[src/rtl/uart_brk_pkg.sv]
`timescale 1ns/1ps
package uart_brk_pkg;
   typedef enum logic [1:0] {TXM_OFF, TXM_RUN, TXM_BRK, TXM_HALT} txm_e;
   typedef enum logic [1:0] {CH_IDLE, CH_DATA, CH_BREAK} ch_kind_e;
   localparam int unsigned DATA_W_FLOOR = 5;
   localparam int unsigned DATA_W_CEIL  = 14;
endpackage

[src/rtl/uart_brk_frame.sv]
`timescale 1ns/1ps
module uart_brk_frame
   import uart_brk_pkg::*;
#(
   parameter int unsigned DATA_W_MAX = 14,
   parameter bit          HAS_PARITY = 1'b1,
   parameter int unsigned FRAME_W    = DATA_W_MAX + 4,
   parameter int unsigned LEN_W      = $clog2(FRAME_W + 1)
) (
   input  ch_kind_e              kind,
   input  logic [DATA_W_MAX-1:0] data,
   input  logic [3:0]            data_len,
   input  logic                  par_en,
   input  logic                  par_odd,
   input  logic                  two_stop,
   output logic [FRAME_W-1:0]    frame,
   output logic [LEN_W-1:0]      flen
);
   logic [LEN_W-1:0]      eff_len;
   logic [DATA_W_MAX-1:0] keep;
   logic                  par_use;
   logic                  par_bit;

   generate
      if (HAS_PARITY) begin : g_par
         assign par_use = par_en;
      end else begin : g_nopar
         assign par_use = 1'b0;
      end
   endgenerate

   always_comb begin
      if (data_len < 4'(DATA_W_FLOOR))
         eff_len = LEN_W'(DATA_W_FLOOR);
      else if (data_len > 4'(DATA_W_MAX))
         eff_len = LEN_W'(DATA_W_MAX);
      else
         eff_len = LEN_W'(data_len);
   end

   always_comb begin
      for (int i = 0; i < int'(DATA_W_MAX); i++)
         keep[i] = (LEN_W'(i) < eff_len);
      par_bit = (^(data & keep)) ^ par_odd;
   end

   always_comb begin
      frame = '1;
      frame[0] = 1'b0;
      for (int i = 0; i < int'(DATA_W_MAX); i++)
         if (keep[i]) frame[i+1] = data[i];
      if (par_use) frame[int'(eff_len)+1] = par_bit;
      if (kind == CH_IDLE)  frame = '1;
      if (kind == CH_BREAK) frame = '0;
      flen = LEN_W'(2) + eff_len + LEN_W'(par_use) + LEN_W'(two_stop);
   end
endmodule

[src/rtl/uart_brk_shift.sv]
`timescale 1ns/1ps
module uart_brk_shift #(
   parameter int unsigned FRAME_W = 18,
   parameter int unsigned LEN_W   = $clog2(FRAME_W + 1)
) (
   input  logic               clk,
   input  logic               rst_n,
   input  logic               bit_tick,
   input  logic               load,
   input  logic [FRAME_W-1:0] frame,
   input  logic [LEN_W-1:0]   flen,
   output logic               line,
   output logic               at_edge
);
   logic [FRAME_W-1:0] sh_q;
   logic [LEN_W-1:0]   left_q;

   assign at_edge = (left_q == '0);

   always_ff @(posedge clk) begin
      if (!rst_n) begin
         line   <= 1'b1;
         sh_q   <= '0;
         left_q <= '0;
      end else if (bit_tick) begin
         if (left_q == '0) begin
            if (load) begin
               line   <= frame[0];
               sh_q   <= {1'b0, frame[FRAME_W-1:1]};
               left_q <= flen - LEN_W'(1);
            end else begin
               line <= 1'b1;
            end
         end else begin
            line   <= sh_q[0];
            sh_q   <= {1'b0, sh_q[FRAME_W-1:1]};
            left_q <= left_q - LEN_W'(1);
         end
      end
   end


   left_bound_chk: assert property (@(posedge clk) disable iff (!rst_n)
      left_q < LEN_W'(FRAME_W));
endmodule

[src/rtl/uart_brk_seq.sv]
`timescale 1ns/1ps
module uart_brk_seq
   import uart_brk_pkg::*;
#(
   parameter int unsigned CNT_W = 8
) (
   input  logic             clk,
   input  logic             rst_n,
   input  logic             bit_tick,
   input  logic             at_edge,
   input  logic             en,
   input  logic             stop_cmd,
   input  logic [CNT_W-1:0] brk_count,
   input  logic             tx_valid,
   input  logic             line,
   output ch_kind_e         kind,
   output logic             load,
   output logic             take,
   output logic             done
);
   txm_e             mode_q, mode_d;
   logic             stop_pend_q;
   logic [CNT_W-1:0] brk_left_q;
   logic             edge_go, stop_now;
   logic [CNT_W-1:0] left_src;

   assign edge_go  = bit_tick & at_edge;
   assign stop_now = stop_pend_q | stop_cmd;
   assign left_src = stop_pend_q ? brk_left_q : brk_count;
   assign done     = (mode_q == TXM_HALT);

   always_comb begin
      mode_d = mode_q;
      load   = 1'b0;
      take   = 1'b0;
      kind   = CH_IDLE;
      unique case (mode_q)
         TXM_OFF:  if (en) mode_d = TXM_RUN;
         TXM_RUN: begin
            if (edge_go) begin
               if (stop_now) begin
                  if (left_src == '0) begin
                     mode_d = TXM_HALT;
                  end else begin
                     mode_d = TXM_BRK;
                     load   = 1'b1;
                     kind   = CH_BREAK;
                  end
               end else if (!en) begin
                  mode_d = TXM_OFF;
               end else begin
                  load = 1'b1;
                  if (tx_valid) begin
                     kind = CH_DATA;
                     take = 1'b1;
                  end
               end
            end
         end
         TXM_BRK: begin
            if (edge_go) begin
               if (brk_left_q == '0) begin
                  mode_d = TXM_HALT;
               end else begin
                  load = 1'b1;
                  kind = CH_BREAK;
               end
            end
         end
         TXM_HALT: if (!en) mode_d = TXM_OFF;
         default:  mode_d = TXM_OFF;
      endcase
   end

   always_ff @(posedge clk) begin
      if (!rst_n) begin
         mode_q      <= TXM_OFF;
         stop_pend_q <= 1'b0;
         brk_left_q  <= '0;
      end else begin
         mode_q <= mode_d;
         if (mode_q == TXM_RUN && edge_go && stop_now) begin
            stop_pend_q <= 1'b0;
            brk_left_q  <= (left_src != '0) ? left_src - CNT_W'(1) : '0;
         end else if (mode_q == TXM_RUN && stop_cmd && !stop_pend_q) begin
            stop_pend_q <= 1'b1;
            brk_left_q  <= brk_count;
         end else if (mode_q == TXM_BRK && edge_go && brk_left_q != '0) begin
            brk_left_q <= brk_left_q - CNT_W'(1);
         end
      end
   end


   off_line_chk: assert property (@(posedge clk) disable iff (!rst_n)
      (mode_q == TXM_OFF) |-> line);

   brk_low_chk: assert property (@(posedge clk) disable iff (!rst_n)
      (mode_q == TXM_BRK) |-> !line);

   brk_left_mono_chk: assert property (@(posedge clk) disable iff (!rst_n)
      (mode_q == TXM_BRK) |=> (brk_left_q <= $past(brk_left_q)));
endmodule

[src/rtl/uart_brk_tx.sv]
`timescale 1ns/1ps
module uart_brk_tx
   import uart_brk_pkg::*;
#(
   parameter int unsigned DATA_W_MAX = 14,
   parameter int unsigned BRK_CNT_W  = 16,
   parameter bit          HAS_PARITY = 1'b1
) (
   input  logic                  clk,
   input  logic                  rst_n,
   input  logic                  bit_tick,
   input  logic                  en,
   input  logic                  stop_cmd,
   input  logic [BRK_CNT_W-1:0]  brk_count,
   input  logic [3:0]            data_len,
   input  logic                  par_en,
   input  logic                  par_odd,
   input  logic                  two_stop,
   input  logic [DATA_W_MAX-1:0] tx_data,
   input  logic                  tx_valid,
   output logic                  tx_take,
   output logic                  txd,
   output logic                  brk_done
);
   localparam int unsigned FRAME_W = DATA_W_MAX + 4;
   localparam int unsigned LEN_W   = $clog2(FRAME_W + 1);

   generate
      if (DATA_W_MAX < DATA_W_FLOOR || DATA_W_MAX > DATA_W_CEIL) begin : g_bad_width
         $error("uart_brk_tx: DATA_W_MAX must lie in 5..14");
      end
      if (BRK_CNT_W < 1) begin : g_bad_cnt
         $error("uart_brk_tx: BRK_CNT_W must be at least 1");
      end
   endgenerate

   ch_kind_e             kind;
   logic                 load, at_edge;
   logic [FRAME_W-1:0]   frame;
   logic [LEN_W-1:0]     flen;

   uart_brk_frame #(
      .DATA_W_MAX (DATA_W_MAX),
      .HAS_PARITY (HAS_PARITY),
      .FRAME_W    (FRAME_W),
      .LEN_W      (LEN_W)
   ) u_frame (
      .kind     (kind),
      .data     (tx_data),
      .data_len (data_len),
      .par_en   (par_en),
      .par_odd  (par_odd),
      .two_stop (two_stop),
      .frame    (frame),
      .flen     (flen)
   );

   uart_brk_shift #(
      .FRAME_W (FRAME_W),
      .LEN_W   (LEN_W)
   ) u_shift (
      .clk      (clk),
      .rst_n    (rst_n),
      .bit_tick (bit_tick),
      .load     (load),
      .frame    (frame),
      .flen     (flen),
      .line     (txd),
      .at_edge  (at_edge)
   );

   uart_brk_seq #(
      .CNT_W (BRK_CNT_W)
   ) u_seq (
      .clk       (clk),
      .rst_n     (rst_n),
      .bit_tick  (bit_tick),
      .at_edge   (at_edge),
      .en        (en),
      .stop_cmd  (stop_cmd),
      .brk_count (brk_count),
      .tx_valid  (tx_valid),
      .line      (txd),
      .kind      (kind),
      .load      (load),
      .take      (tx_take),
      .done      (brk_done)
   );


   take_start_chk: assert property (@(posedge clk) disable iff (!rst_n)
      tx_take |=> !txd);

   done_line_chk: assert property (@(posedge clk) disable iff (!rst_n)
      brk_done |-> txd);
endmodule

[config.mk]
export PLATFORM = sky130hd
export DESIGN_NAME = uart_brk_tx
export DESIGN_NICKNAME = d
export VERILOG_FILES = /design/src/rtl/uart_brk_pkg.sv /design/src/rtl/uart_brk_frame.sv /design/src/rtl/uart_brk_shift.sv /design/src/rtl/uart_brk_seq.sv /design/src/rtl/uart_brk_tx.sv
export SDC_FILE = /design/constraint.sdc
export NUM_CORES = 1
export LEC_CHECK = 0
export ABC_AREA = 1
export ABC_CLOCK_PERIOD_IN_PS = 2540
export CELL_PAD_IN_SITES_DETAIL_PLACEMENT = 0
export CELL_PAD_IN_SITES_GLOBAL_PLACEMENT = 1
export CORE_AREA = 2 2 103 105
export CTS_CLUSTER_SIZE = 10
export DETAILED_ROUTE_END_ITERATION = 10
export DIE_AREA = 0 0 105 107
export DONT_BUFFER_PORTS = 1
export GPL_TIMING_DRIVEN = 1
export PLACE_DENSITY = 0.79
export SYNTH_ARGS = -nofsm -noshare
export SYNTH_HDL_FRONTEND = slang
export SYNTH_SLANG_ARGS = --single-unit
[constraint.sdc]
create_clock -name clk -period 2.54 [get_ports clk]
set_input_delay 0.381 -clock clk [delete_from_list [all_inputs] [get_ports clk]]
set_output_delay 0.381 -clock clk [all_outputs]
set_load 0.01 [all_outputs]
==> results <==
- Combinational logic is responsible for 66.7% of the overall power.
- Pin placement for this block handled 46 I/O pins.
- The register bit total from synthesis is 42.
- The number of max-slew violations in the final report is 0.
- The number of instances in the synthesized netlist is between 600 and 700.
- The number of antenna violations at the first check in global routing was 0.
- The overall overflow remaining after global route is 0.
- Cells fill 42.8% of the core in the end.
- The prevailing post-synth register cell is sky130_fd_sc_hd__dfxtp_1.
- For this design the total switching power over the nets is between 2 and 2.5 mW.
- The floorplan step defined a core boundary enclosing 0.0101 mm^2.
- The setup path with the least slack is of type register to output port.
- In this run the mean area of a mapped cell was 6.00 um^2.
- The weighted congestion reported at the end of routability-driven placement is between 0.9 and 1.
- The clock latency of the later-clocked register in the worst-skew pair is 300 ps.
- The clock tree skew after final layout is approximately 8.0 ps.
- Counting the buffers created by CTS gives 5.
- The first-pass GRT wire length is about 19000 um.
- In this run the worst hold path is classified as primary input to register.
- Net switching is 50.5% of the power.
- The post-synth design cell area is 0.00403 mm^2.
- For this design the static power due to leakage is 2.06 nW.
- Of all flip-flops after synthesis, the portion carrying an async set or reset was 0%.
- The first-pass iteration count of the detailed router is 4.
- The fraction of layout cells with a size suffix above 1 is around 11%.
- After synthesis, the netlist uses 45 different library cells.
- The routed design has 11100 um of wire.
- The internal power contribution is about 2.4 mW.
- The total via count after detailed routing is between 4k and 5k.
- The hold-fix buffer count after cts is 0.
- The maximum number of pins on one net before global-route repair is 29.
- The tightest slew margin relative to the limit is 59.0%.
- The longest clock path from root to sink contains 2 buffers.
- Counting every net in the synthesized netlist gives 726.
- For this run, design rule violations remaining after detail routing come to 0.
- The antenna diode instance count is 0.
- The minimum setup slack among reg-to-reg paths is roughly 300 ps.
- The buffer count from post-CTS setup fixing is 0.
- In this run the worst path has a maximum fanout of 17.
- The overall track demand over capacity in global routing is 20.5%.
- The tree is rooted in a sky130_fd_sc_hd__clkbuf_8.
- The fmax is roughly 430 MHz.
- The area of the die is 0.0112 mm^2.
- The die height is ~110 um.
- The number of endpoints with negative hold slack in the final report came to 0.
- Power spread over the standard cell area amounts to approximately 1100 mW/mm^2.
- In this run the remaining antenna-violating nets after routing total 0.
- The TritonCTS clock tree is built.
- The number of vias per cell after detailed routing is 5.16.
- CTS built an H-tree with a depth of 2.
- For the worst setup path, the data required time is 2160 ps.
- Setup violations remaining at the end of the flow were counted as 0.
- The smallest clock period supported by the final layout is computed as 2340 ps.
- The max capacitance violation total is 0.
- The count of flip-flops with a built-in enable after synthesis is 0.
- The flow ran to the end, and the final reports show no timing, DRC or antenna violations.
- The number of DRC violations after detailed-routing iteration 0 is 223.
- Setup total negative slack on the finished layout was measured at 0 ps.
- The share of total power in the clock network is about 8.8%.
- Input and output buffers added on the ports amount to 0.
- Registers are responsible for 24.5% of the overall power.
- The slew at the pin with the worst max-slew slack is 609 ps.
- From left edge to right edge, the die measures between 100 and 150 um.
- At the end of the flow, the number of nets in the layout was 732.
- The filler cell count in the final layout is 1137.
- The share of the clock period used by the worst path is 92.1%.
- STA classifies the critical path startpoint as a register.
- The initial utilization of the core area, before any placement, comes to between 30% and 40%.
- The HPWL after detailed placement is a little under 9000 um.
- The clock sink count is 42.
- The warning count from the yosys run is 0.
- In the layout the commonest cells are 162 x sky130_fd_sc_hd__nand2_1, 98 x sky130_fd_sc_hd__inv_1, 61 x sky130_fd_sc_hd__nor2_1.
- The data arrival time of the critical path is 1960 ps.
- The via count of the first global-routing pass is 4060.
- After detailed routing, the average wire length per cell comes to 13.6 um.
- From synthesis to final layout, the design area changed by 7.36%.
- The peak supply drop is approximately 0.00036 V.
- The initialized floorplan defines 37 standard-cell rows.
- After clock tree synthesis, the clock-pin slew on the worst setup and hold paths is 90 ps.
- The sequential cell area fraction in the yosys report is 20.9%.
- The kind of capture point of the worst setup path is an output port.
- The most frequent standard cell in the layout excluding fill and tap cells is sky130_fd_sc_hd__nand2_1.
-- power groups by stage --
stage                     clock [mW]  combinational [mW]  sequential [mW]
after floorplan                    0                2.57             1.12
after global placement             0                3.15             1.18
after detailed placement           0                3.18             1.19
after CTS                      0.441                3.19             1.17
after global routing           0.467                3.71             1.21
final                          0.422                3.21             1.18
-- registers in the layout, indices dropped and copies added (netlist names) --
register,cells
u_shift.line,1
u_shift.left_q,5
u_seq.mode_q,2
u_seq.brk_left_q,16
u_seq.stop_pend_q,1
u_shift.sh_q,17
-- layout make-up --
cell class	count	area (um^2)	share of cell area, %
clock buffers	5	68.8	1.59
clock inverters	2	10.0	0.232
inverters	102	388	8.97
multi-input cells	504	2670	61.7
flip-flops and latches	42	842	19.5
well taps	136	170	3.94
repair buffers	22	178	4.11
-- cells in the mapped netlist, types with 2 or more instances --
cell / number / area, um^2
sky130_fd_sc_hd__a21oi_1: 39 / 195
sky130_fd_sc_hd__buf_2: 5 / 25.0
sky130_fd_sc_hd__buf_4: 3 / 22.5
sky130_fd_sc_hd__buf_6: 5 / 56.3
sky130_fd_sc_hd__clkbuf_1: 9 / 33.8
sky130_fd_sc_hd__dfxtp_1: 42 / 841
sky130_fd_sc_hd__ha_1: 11 / 138
sky130_fd_sc_hd__inv_1: 98 / 368
sky130_fd_sc_hd__inv_4: 2 / 12.5
sky130_fd_sc_hd__nand2_1: 163 / 612
sky130_fd_sc_hd__nand2_2: 5 / 31.3
sky130_fd_sc_hd__nand3_1: 52 / 260
sky130_fd_sc_hd__nand3_2: 4 / 40.0
sky130_fd_sc_hd__nand4_1: 8 / 50.1
sky130_fd_sc_hd__nor2_1: 61 / 229
sky130_fd_sc_hd__nor2_2: 5 / 31.3
sky130_fd_sc_hd__nor3_1: 13 / 65.1
sky130_fd_sc_hd__nor4_1: 2 / 12.5
sky130_fd_sc_hd__nor4_2: 2 / 25.0
sky130_fd_sc_hd__o211ai_1: 18 / 135
sky130_fd_sc_hd__o21ai_0: 50 / 250
sky130_fd_sc_hd__o21ai_1: 12 / 60.1
sky130_fd_sc_hd__o21ai_2: 9 / 78.8
sky130_fd_sc_hd__o21bai_1: 2 / 15.0
sky130_fd_sc_hd__o221ai_1: 4 / 35.0
sky130_fd_sc_hd__or2_2: 9 / 56.3
sky130_fd_sc_hd__xnor2_1: 5 / 43.8
sky130_fd_sc_hd__xor2_1: 16 / 140
-- cells by family after synthesis --
logic type | synth area share [%]
buffers and inverters | 13.4
AOI/OAI and AO/OA | 20.8
DFF | 20.9
xor gates and xnor gates | 4.57
and+or+nand+nor | 36.4
adders and majority gates | 3.92
-- critical path, stage by stage, from the launching register on --
cell and delay [ps]:
sky130_fd_sc_hd__dfxtp_2 380, sky130_fd_sc_hd__buf_4 230, sky130_fd_sc_hd__nor2_2 160, sky130_fd_sc_hd__inv_2 80, sky130_fd_sc_hd__nor2_1 190, sky130_fd_sc_hd__inv_1 130
sky130_fd_sc_hd__nor4_4 310, sky130_fd_sc_hd__buf_4 180
-- through the flow --
step	setup WS (ps)	hold WS, ps	instance area, um^2	instances	total power [mW]
3_5_place_dp	168	451	4220	806	4.37
4_1_cts	52.8	177	4300	813	4.81
2_1_floorplan	99.4	434	4030	671	3.69
5_1_grt	-0.944	176	4320	813	5.39
3_3_place_gp	230	445	4220	806	4.33
6_report	200	191	4320	813	4.82
-- worst paths after layout --
kind,startpoint,endpoint,cells past startpoint
min reg2reg,u_shift.sh_q[16]$_SDFFE_PN0P_,u_shift.sh_q[16]$_SDFFE_PN0P_,2
min,rst_n,u_shift.sh_q[1]$_SDFFE_PN0P_,2
max,u_seq.stop_pend_q$_SDFFE_PP0P_,tx_take,7
max reg2reg,u_seq.stop_pend_q$_SDFFE_PP0P_,u_shift.sh_q[15]$_SDFFE_PN0P_,14
-- routing by layer --
metal / vias up / track usage (%) / share of wire, %
li1: 2199 / - / -
met1: 1901 / 25.4 / 45
met2: 82 / 36.8 / 49
met3: 14 / 3.16 / 3.9
met4: 0 / 5.81 / 1.6
met5: - / 0 / 0
-- repair_timing --
item / in CTS / in global routing
resized for setup: 0 / 5
setup endpoints to repair: 0 / 29
endpoints found under the hold margin: 0 / 0
Power figures use the tool's default switching activity.
